## src/rtl/exec_xfer_pkg.sv

```systemverilog
package exec_xfer_pkg;

  typedef enum logic [1:0] {
    END_NONE = 2'b00,
    END_TC   = 2'b01,
    END_OVR  = 2'b10
  } end_cause_e;

  // Service window length in cycles for the selected density.
  function automatic int unsigned window_cycles(input logic dbl,
                                                input int unsigned sd_cyc,
                                                input int unsigned dd_cyc);
    return dbl ? dd_cyc : sd_cyc;
  endfunction

  function automatic int unsigned max_u(input int unsigned a, input int unsigned b);
    return (a > b) ? a : b;
  endfunction

endpackage

```

## src/rtl/xfer_deadline.sv

```systemverilog
module xfer_deadline
  import exec_xfer_pkg::*;
#(
  parameter int unsigned FM_CYC  = 27,
  parameter int unsigned MFM_CYC = 13
) (
  input  logic clk,
  input  logic rst_n,
  input  logic clear,
  input  logic load,
  input  logic waiting,
  input  logic mfm,
  output logic expire
);
  localparam int unsigned MAXC = max_u(FM_CYC, MFM_CYC);
  localparam int unsigned CW   = (MAXC < 2) ? 1 : $clog2(MAXC);

  logic [CW-1:0] age_q;
  logic [CW-1:0] last_age;

  always_comb last_age = CW'(window_cycles(mfm, FM_CYC, MFM_CYC) - 1);

  always_ff @(posedge clk or negedge rst_n) begin
    if (!rst_n)              age_q <= '0;
    else if (clear || load)  age_q <= '0;
    else if (waiting && age_q != last_age) age_q <= age_q + 1'b1;
  end

  assign expire = waiting && (age_q == last_age);
endmodule

```

## src/rtl/xfer_slot.sv

```systemverilog
module xfer_slot #(
  parameter int unsigned DW = 8
) (
  input  logic          clk,
  input  logic          rst_n,
  input  logic          clear,
  input  logic          fill,
  input  logic          take,
  input  logic          wr_dir,
  input  logic [DW-1:0] disk_d,
  input  logic [DW-1:0] host_d,
  output logic          full,
  output logic [DW-1:0] data
);
  always_ff @(posedge clk or negedge rst_n) begin
    if (!rst_n)      full <= 1'b0;
    else if (clear)  full <= 1'b0;
    else if (fill)   full <= 1'b1;
    else if (take)   full <= 1'b0;
  end

  always_ff @(posedge clk or negedge rst_n) begin
    if (!rst_n)                 data <= '0;
    else if (!wr_dir && fill)   data <= disk_d;
    else if (wr_dir && take)    data <= host_d;
  end
endmodule

```

## src/rtl/exec_xfer_hs.sv

```systemverilog
module exec_xfer_hs
  import exec_xfer_pkg::*;
#(
  parameter int unsigned DW      = 8,
  parameter int unsigned FM_CYC  = 27,
  parameter int unsigned MFM_CYC = 13
) (
  input  logic          clk,
  input  logic          rst_n,
  input  logic          start,
  input  logic          dma_mode,
  input  logic          mfm,
  input  logic          wr_cmd,
  input  logic          disk_stb,
  input  logic [DW-1:0] disk_rdata,
  output logic [DW-1:0] disk_wdata,
  input  logic          host_rd,
  input  logic          host_wr,
  input  logic          host_dack,
  input  logic [DW-1:0] host_wdata,
  output logic [DW-1:0] host_rdata,
  input  logic          tc,
  output logic          drq,
  output logic          irq,
  output logic          rqm,
  output logic          overrun,
  output logic          done,
  output logic [1:0]    done_cause
);
  logic run_q, ovr_q, eirq_q, done_q;
  end_cause_e cause_q;
  logic pend, expire;
  logic [DW-1:0] slot_data;

  // Named events, also used by the bound checker.
  logic dir_stb, svc_evt, collide_evt, late_evt, err_evt, tc_evt, stop_evt, byte_evt;

  always_comb begin
    dir_stb     = wr_cmd ? host_wr : host_rd;
    svc_evt     = run_q && pend && dir_stb && (!dma_mode || host_dack);
    collide_evt = run_q && pend && disk_stb && !svc_evt;
    late_evt    = run_q && expire && !svc_evt;
    err_evt     = collide_evt || late_evt;
    tc_evt      = run_q && tc;
    stop_evt    = err_evt || tc_evt;
    byte_evt    = run_q && disk_stb && (!pend || svc_evt) && !stop_evt && !start;
  end

  xfer_slot #(.DW(DW)) u_slot (
    .clk    (clk),
    .rst_n  (rst_n),
    .clear  (start || stop_evt),
    .fill   (byte_evt),
    .take   (svc_evt),
    .wr_dir (wr_cmd),
    .disk_d (disk_rdata),
    .host_d (host_wdata),
    .full   (pend),
    .data   (slot_data)
  );

  xfer_deadline #(.FM_CYC(FM_CYC), .MFM_CYC(MFM_CYC)) u_deadline (
    .clk     (clk),
    .rst_n   (rst_n),
    .clear   (start || stop_evt),
    .load    (byte_evt),
    .waiting (pend),
    .mfm     (mfm),
    .expire  (expire)
  );

  always_ff @(posedge clk or negedge rst_n) begin
    if (!rst_n) begin
      run_q   <= 1'b0;
      ovr_q   <= 1'b0;
      eirq_q  <= 1'b0;
      done_q  <= 1'b0;
      cause_q <= END_NONE;
    end else if (start) begin
      run_q   <= 1'b1;
      ovr_q   <= 1'b0;
      eirq_q  <= 1'b0;
      done_q  <= 1'b0;
      cause_q <= END_NONE;
    end else begin
      done_q  <= stop_evt;
      cause_q <= !stop_evt ? END_NONE : (err_evt ? END_OVR : END_TC);
      if (stop_evt) run_q <= 1'b0;
      if (err_evt)  ovr_q <= 1'b1;
      if (stop_evt)                 eirq_q <= 1'b1;
      else if (!run_q && host_rd)   eirq_q <= 1'b0;
    end
  end

  assign drq        = run_q && dma_mode && pend && !host_dack;
  assign rqm        = run_q && !dma_mode && pend;
  assign irq        = eirq_q || rqm;
  assign overrun    = ovr_q;
  assign done       = done_q;
  assign done_cause = cause_q;
  assign host_rdata = slot_data;
  assign disk_wdata = slot_data;
endmodule

```

## config.mk

```make
export PLATFORM = sky130hd
export DESIGN_NAME = exec_xfer_hs
export DESIGN_NICKNAME = d
export VERILOG_FILES = /design/src/rtl/exec_xfer_pkg.sv /design/src/rtl/xfer_deadline.sv /design/src/rtl/xfer_slot.sv /design/src/rtl/exec_xfer_hs.sv
export SDC_FILE = /design/constraint.sdc
export NUM_CORES = 1
export LEC_CHECK = 0
export BUFFER_PORTS_ARGS = -buffer_cell sky130_fd_sc_hd__buf_2
export CORE_ASPECT_RATIO = 1.25
export CORE_UTILIZATION = 46
export CTS_BUF_LIST = sky130_fd_sc_hd__clkbuf_16
export DETAILED_ROUTE_END_ITERATION = 8
export PLACE_DENSITY = 0.88
export SETUP_SLACK_MARGIN = 0.4
export SLEW_MARGIN = 10
export SYNTH_ARGS = -nofsm -noshare
export SYNTH_HDL_FRONTEND = slang
export SYNTH_SLANG_ARGS = --single-unit
```

## constraint.sdc

```tcl
create_clock -name clk -period 1.7 [get_ports clk]
set_input_delay 0.34 -clock clk [delete_from_list [all_inputs] [get_ports clk]]
set_output_delay 0.34 -clock clk [all_outputs]
set_load 0.05 [all_outputs]
```

==> results.md <==
- The CTS tree is yes.
- In this run the tightest slew margin relative to its limit is a little over three fifths.
- The power per standard cell area is ~1100 mW/mm².
- The flow ran to the end, and the final reports show no timing, DRC or antenna violations.
- The total clock buffers created by CTS is 3.
- The most prevalent standard cell on the critical path is sky130_fd_sc_hd__buf_6.
- The routed wirelength normalized by instance count is ~18 µm.
- At the placement stage, the worst setup path has a slack of -40.1 ps.
- For this design the top-level I/O count stands at 50.
- Detailed routing inserted a total of between 1000 and 1500 vias.
- The number of max-cap violations is 0.
- Port buffering added 49 buffers.
- Measured along the y axis, the die boundary spans between 50 and 60 µm.
- The critical path capture point type is a register.
- 0 antenna diodes ended up in the layout.
- The final critical-path share of the clock period is 96.0%.
- The startpoint of the lowest-slack register-to-register path is run_q.
- The number of unique standard cell types used by synthesis is 38.
- For the pin with the worst max-slew slack, the measured transition is between 500 and 600 ps.
- Across all register-to-register paths, the minimum setup slack is just under 70 ps.
- The maximum clock insertion buffer count is 2.
- The number of antenna violations at the first check in global routing came to 0.
- The critical path's largest stage delay is 380 ps.
- Entering global routing, the biggest net connects 21 pins.
- In this run the cell area measured after placement is approximately 0.0015 mm².
- In this run the worst hold path is classified as input pin to async pin.
- The HPWL after detailed placement is between 1500 and 2000 µm.
- In the final layout, flip-flops and latches occupy 502 µm².
- The die is approximately 47 µm wide.
- For this run, the detailed router's first-pass iteration total came to 4.
- The number of vias per cell after detailed routing is roughly 5.5.
- Synthesis produced a netlist with a net count of roughly 130.
- The end-of-flow core utilization is a little over four fifths.
- The final worst slack is between 60 and 70 ps.
- The final-report max-slew violation count is 0.
- Of the synthesized area, sequential elements account for a little over two fifths.
- Setup repair after global routing could not meet its margin everywhere.
- The number of design-rule violations left by the first detailed-router iteration is 26.
- The die covers roughly 0.0027 mm².
- The total standard cell area after synthesis is 0.00115 mm².
- The remaining number of nets flagged by the antenna check after routing is 0.
- The number of cells produced by synthesis is ~100.
- The share of total power dissipated in the clock network is between 20% and 30%.
- The critical path goes through buf_6, buf_6, nand2_4, o31ai_4, nand3b_4, mux2_4.
- The wire length of the first global-routing pass is about 4800 µm.
- The number of warnings issued by yosys is 0.
- For this configuration, the core starts out at a cell density of about half.
- Summed over all layers, the routed wires come to 3670 µm.
- The area of the core is between 0.002 and 0.0025 mm².
- The cell class contributing the biggest share of worst-path delay is flip-flops.
- The number of buffers and inverters on the critical path is 2.
- The data arrival at the endpoint of the critical path is around 1800 ps.
- The placer's final routability congestion estimate is 0.887.
- The number of fill cells in the layout is between 100 and 150.
- The data required time at the worst endpoint is about 1800 ps.
- In this run, the combinational gates consume 47.7% of the power.
- Sequential cells burn ~29% of the power.
- The fraction of final layout cells sized beyond drive strength 1 is between 70 and 80%.
- In the routed design, unresolved DRC markers number 0.
- Summed over all cells, the static leakage comes to 0.903 nW.
- The multi-input combinational cell area is about 760 µm².
- The depth of the CTS H-tree is 1.
- The clock reaches the later pin of the worst-skew pair after about 250 ps.
- The cell area after layout is between 0.0015 and 0.002 mm².
- The clock root buffer is sky130_fd_sc_hd__clkbuf_16.
- The async set-or-reset flop fraction in the synthesized netlist is 100%.
- The analysis attributes to net switching a power of about 0.9 mW.
- Setup violations remaining at the end of the flow were counted as 0.
- The most critical setup path has its startpoint at run_q.
- Across the VDD grid, the largest voltage drop is approximately 0.71 mV.
- Clock-pin slew was measured on the worst setup and hold paths at around 60 ps.
- The routed design could run at a clock period as short as 1630 ps.
- The largest driver fanout on the critical path is 8.
- The global-route total usage across every layer is 25.1%.
- CTS saw 20 sinks.
- The worst setup path is launched from a register.
- The average cell area after synthesis is 11.1 µm².
- The number of enable-type register cells in the synthesized netlist is 0.
- The cell with the largest stage delay on the worst path is sky130_fd_sc_hd__dfrtp_1.
- The critical path in this run is classified as register to register.
- The final-stage net count is ~200.
- The via count of the first global-routing pass was roughly 1100.
- Derived from the worst setup path, the maximum achievable clock frequency is 613 MHz.
- The cell-internal power is roughly 1.2 mW.
- Relative to the synthesized area, the layout overhead comes to 66.7%.
- The synthesized design contains 20 register bits.
- On the final layout, the worst clock skew is between 2 and 3 ps.
- Of the total power, the share spent switching nets is between 40% and 50%.
- The floorplan has 19 rows.
- The remaining global-route overflow is 0.
- The number of hold buffers added after CTS was 0.
- The number of hold violations in the final report is 0.
- In the synthesized netlist the dominant register cell turns out to be sky130_fd_sc_hd__dfrtp_1.
## cell type report
| type | count | share of cell area [%] |
|---|---|---|
| Tap cell | 31 | 2.02 |
| Sequential cell | 20 | 26.1 |
| Inverter | 5 | 0.976 |
| Multi-Input combinational cell | 68 | 39.6 |
| Timing Repair Buffer | 75 | 27.3 |
| Clock buffer | 3 | 3.90 |
| Clock inverter | 1 | 0.195 |
## routing by layer
layer | wire length [µm] | up-vias | GRT usage (%)
met4 | 185 | 0 | 8.98
met1 | 1290 | 523 | 28.0
met3 | 219 | 16 | 3.43
met2 | 1980 | 65 | 46.2
li1 | - | 507 | -
met5 | 0 | - | 0
## Yosys cell counts (2+ instances only)
| library cell | number | share of area (%) |
|---|---|---|
| sky130_fd_sc_hd__buf_2 | 2 | 0.87 |
| sky130_fd_sc_hd__nand3b_1 | 2 | 1.3 |
| sky130_fd_sc_hd__and2_1 | 4 | 2.2 |
| sky130_fd_sc_hd__nand3_1 | 3 | 1.3 |
| sky130_fd_sc_hd__nand2b_1 | 2 | 1.1 |
| sky130_fd_sc_hd__a211oi_1 | 2 | 1.3 |
| sky130_fd_sc_hd__nor3_1 | 3 | 1.3 |
| sky130_fd_sc_hd__nor2_1 | 2 | 0.65 |
| sky130_fd_sc_hd__nor2b_1 | 2 | 1.1 |
| sky130_fd_sc_hd__a21oi_1 | 5 | 2.2 |
| sky130_fd_sc_hd__dfrtp_1 | 20 | 43 |
| sky130_fd_sc_hd__o21ai_0 | 2 | 0.87 |
| sky130_fd_sc_hd__mux2_2 | 16 | 16 |
| sky130_fd_sc_hd__inv_1 | 5 | 1.6 |
| sky130_fd_sc_hd__nand2_1 | 4 | 1.3 |
| sky130_fd_sc_hd__buf_4 | 8 | 5.2 |
## cells in the final DEF (no fill, tap or decap), types with 3 or more instances in the layout
cell,n
sky130_fd_sc_hd__buf_2,46
sky130_fd_sc_hd__dfrtp_1,19
sky130_fd_sc_hd__buf_4,15
sky130_fd_sc_hd__mux2_2,14
sky130_fd_sc_hd__buf_6,9
sky130_fd_sc_hd__inv_1,5
sky130_fd_sc_hd__a21oi_2,4
sky130_fd_sc_hd__buf_8,4
sky130_fd_sc_hd__and2_4,3
sky130_fd_sc_hd__nor3_4,3
sky130_fd_sc_hd__nand3_1,3
sky130_fd_sc_hd__clkbuf_16,3
## registers in the layout, indices dropped and copies added, names as in the netlist
register and flops:
u_slot.data 8, u_deadline.age_q 5, done_cause 2, done 1, eirq_q 1, overrun 1
run_q 1, u_slot.full 1
## worst register-to-register path: cells and delay by family (launching register included)
family	cells	cell delay [ps]
AOI/OAI and AO/OA	1	310
buffers and inverters	2	250
DFF	1	380
muxes	1	340
and+or+nand+nor	2	240
## power groups by stage
stage               Clock, mW  Sequential [mW]  Combinational, mW
CTS                     0.495            0.594              0.918
global placement            0            0.593              0.855
global route            0.515            0.609               1.03
floorplan                   0            0.838              0.510
finish                  0.479            0.596              0.981
detailed placement          0            0.601              0.866
## metrics by stage
step / hold slack (ps) / instances / power (mW) / setup TNS (ps)
final: 38.5 / 203 / 2.06 / 0
after global routing: 71.0 / 203 / 2.15 / 0
after CTS: 47.6 / 194 / 2.01 / 0
after detailed placement: 319 / 179 / 1.47 / -291
after global placement: 303 / 179 / 1.45 / -190
after floorplan: 44.4 / 104 / 1.35 / 0
## kinds of logic after synthesis
family / after synthesis / synth area share [%]
and+or+nand+nor: 31 / 18.3
AOI/OAI and AO/OA: 18 / 11.6
xor gates and xnor gates: 1 / 0.759
muxes: 17 / 16.8
DFF: 20 / 43.4
adders and majority gates: 1 / 1.08
buffers and inverters: 16 / 8.03
## path summary, 6_finish.rpt
path / cells after the start / to
worst min register to register: 2 / overrun
worst min-delay path: 1 / u_slot.data[7]
worst max register to register: 6 / u_slot.data[3]
max in group asynchronous: 1 / u_deadline.age_q[1]
min in group clk: 2 / u_slot.data[2]
worst max-delay path: 6 / u_slot.data[3]
## what timing repair did
item / 4_1_cts / 5_1_grt
setup buffers: 11 / 9
pin swaps: 8 / 10
setup endpoints to repair: 23 / 23
resized for setup: 39 / 16
(Power assumes the default switching activity.)
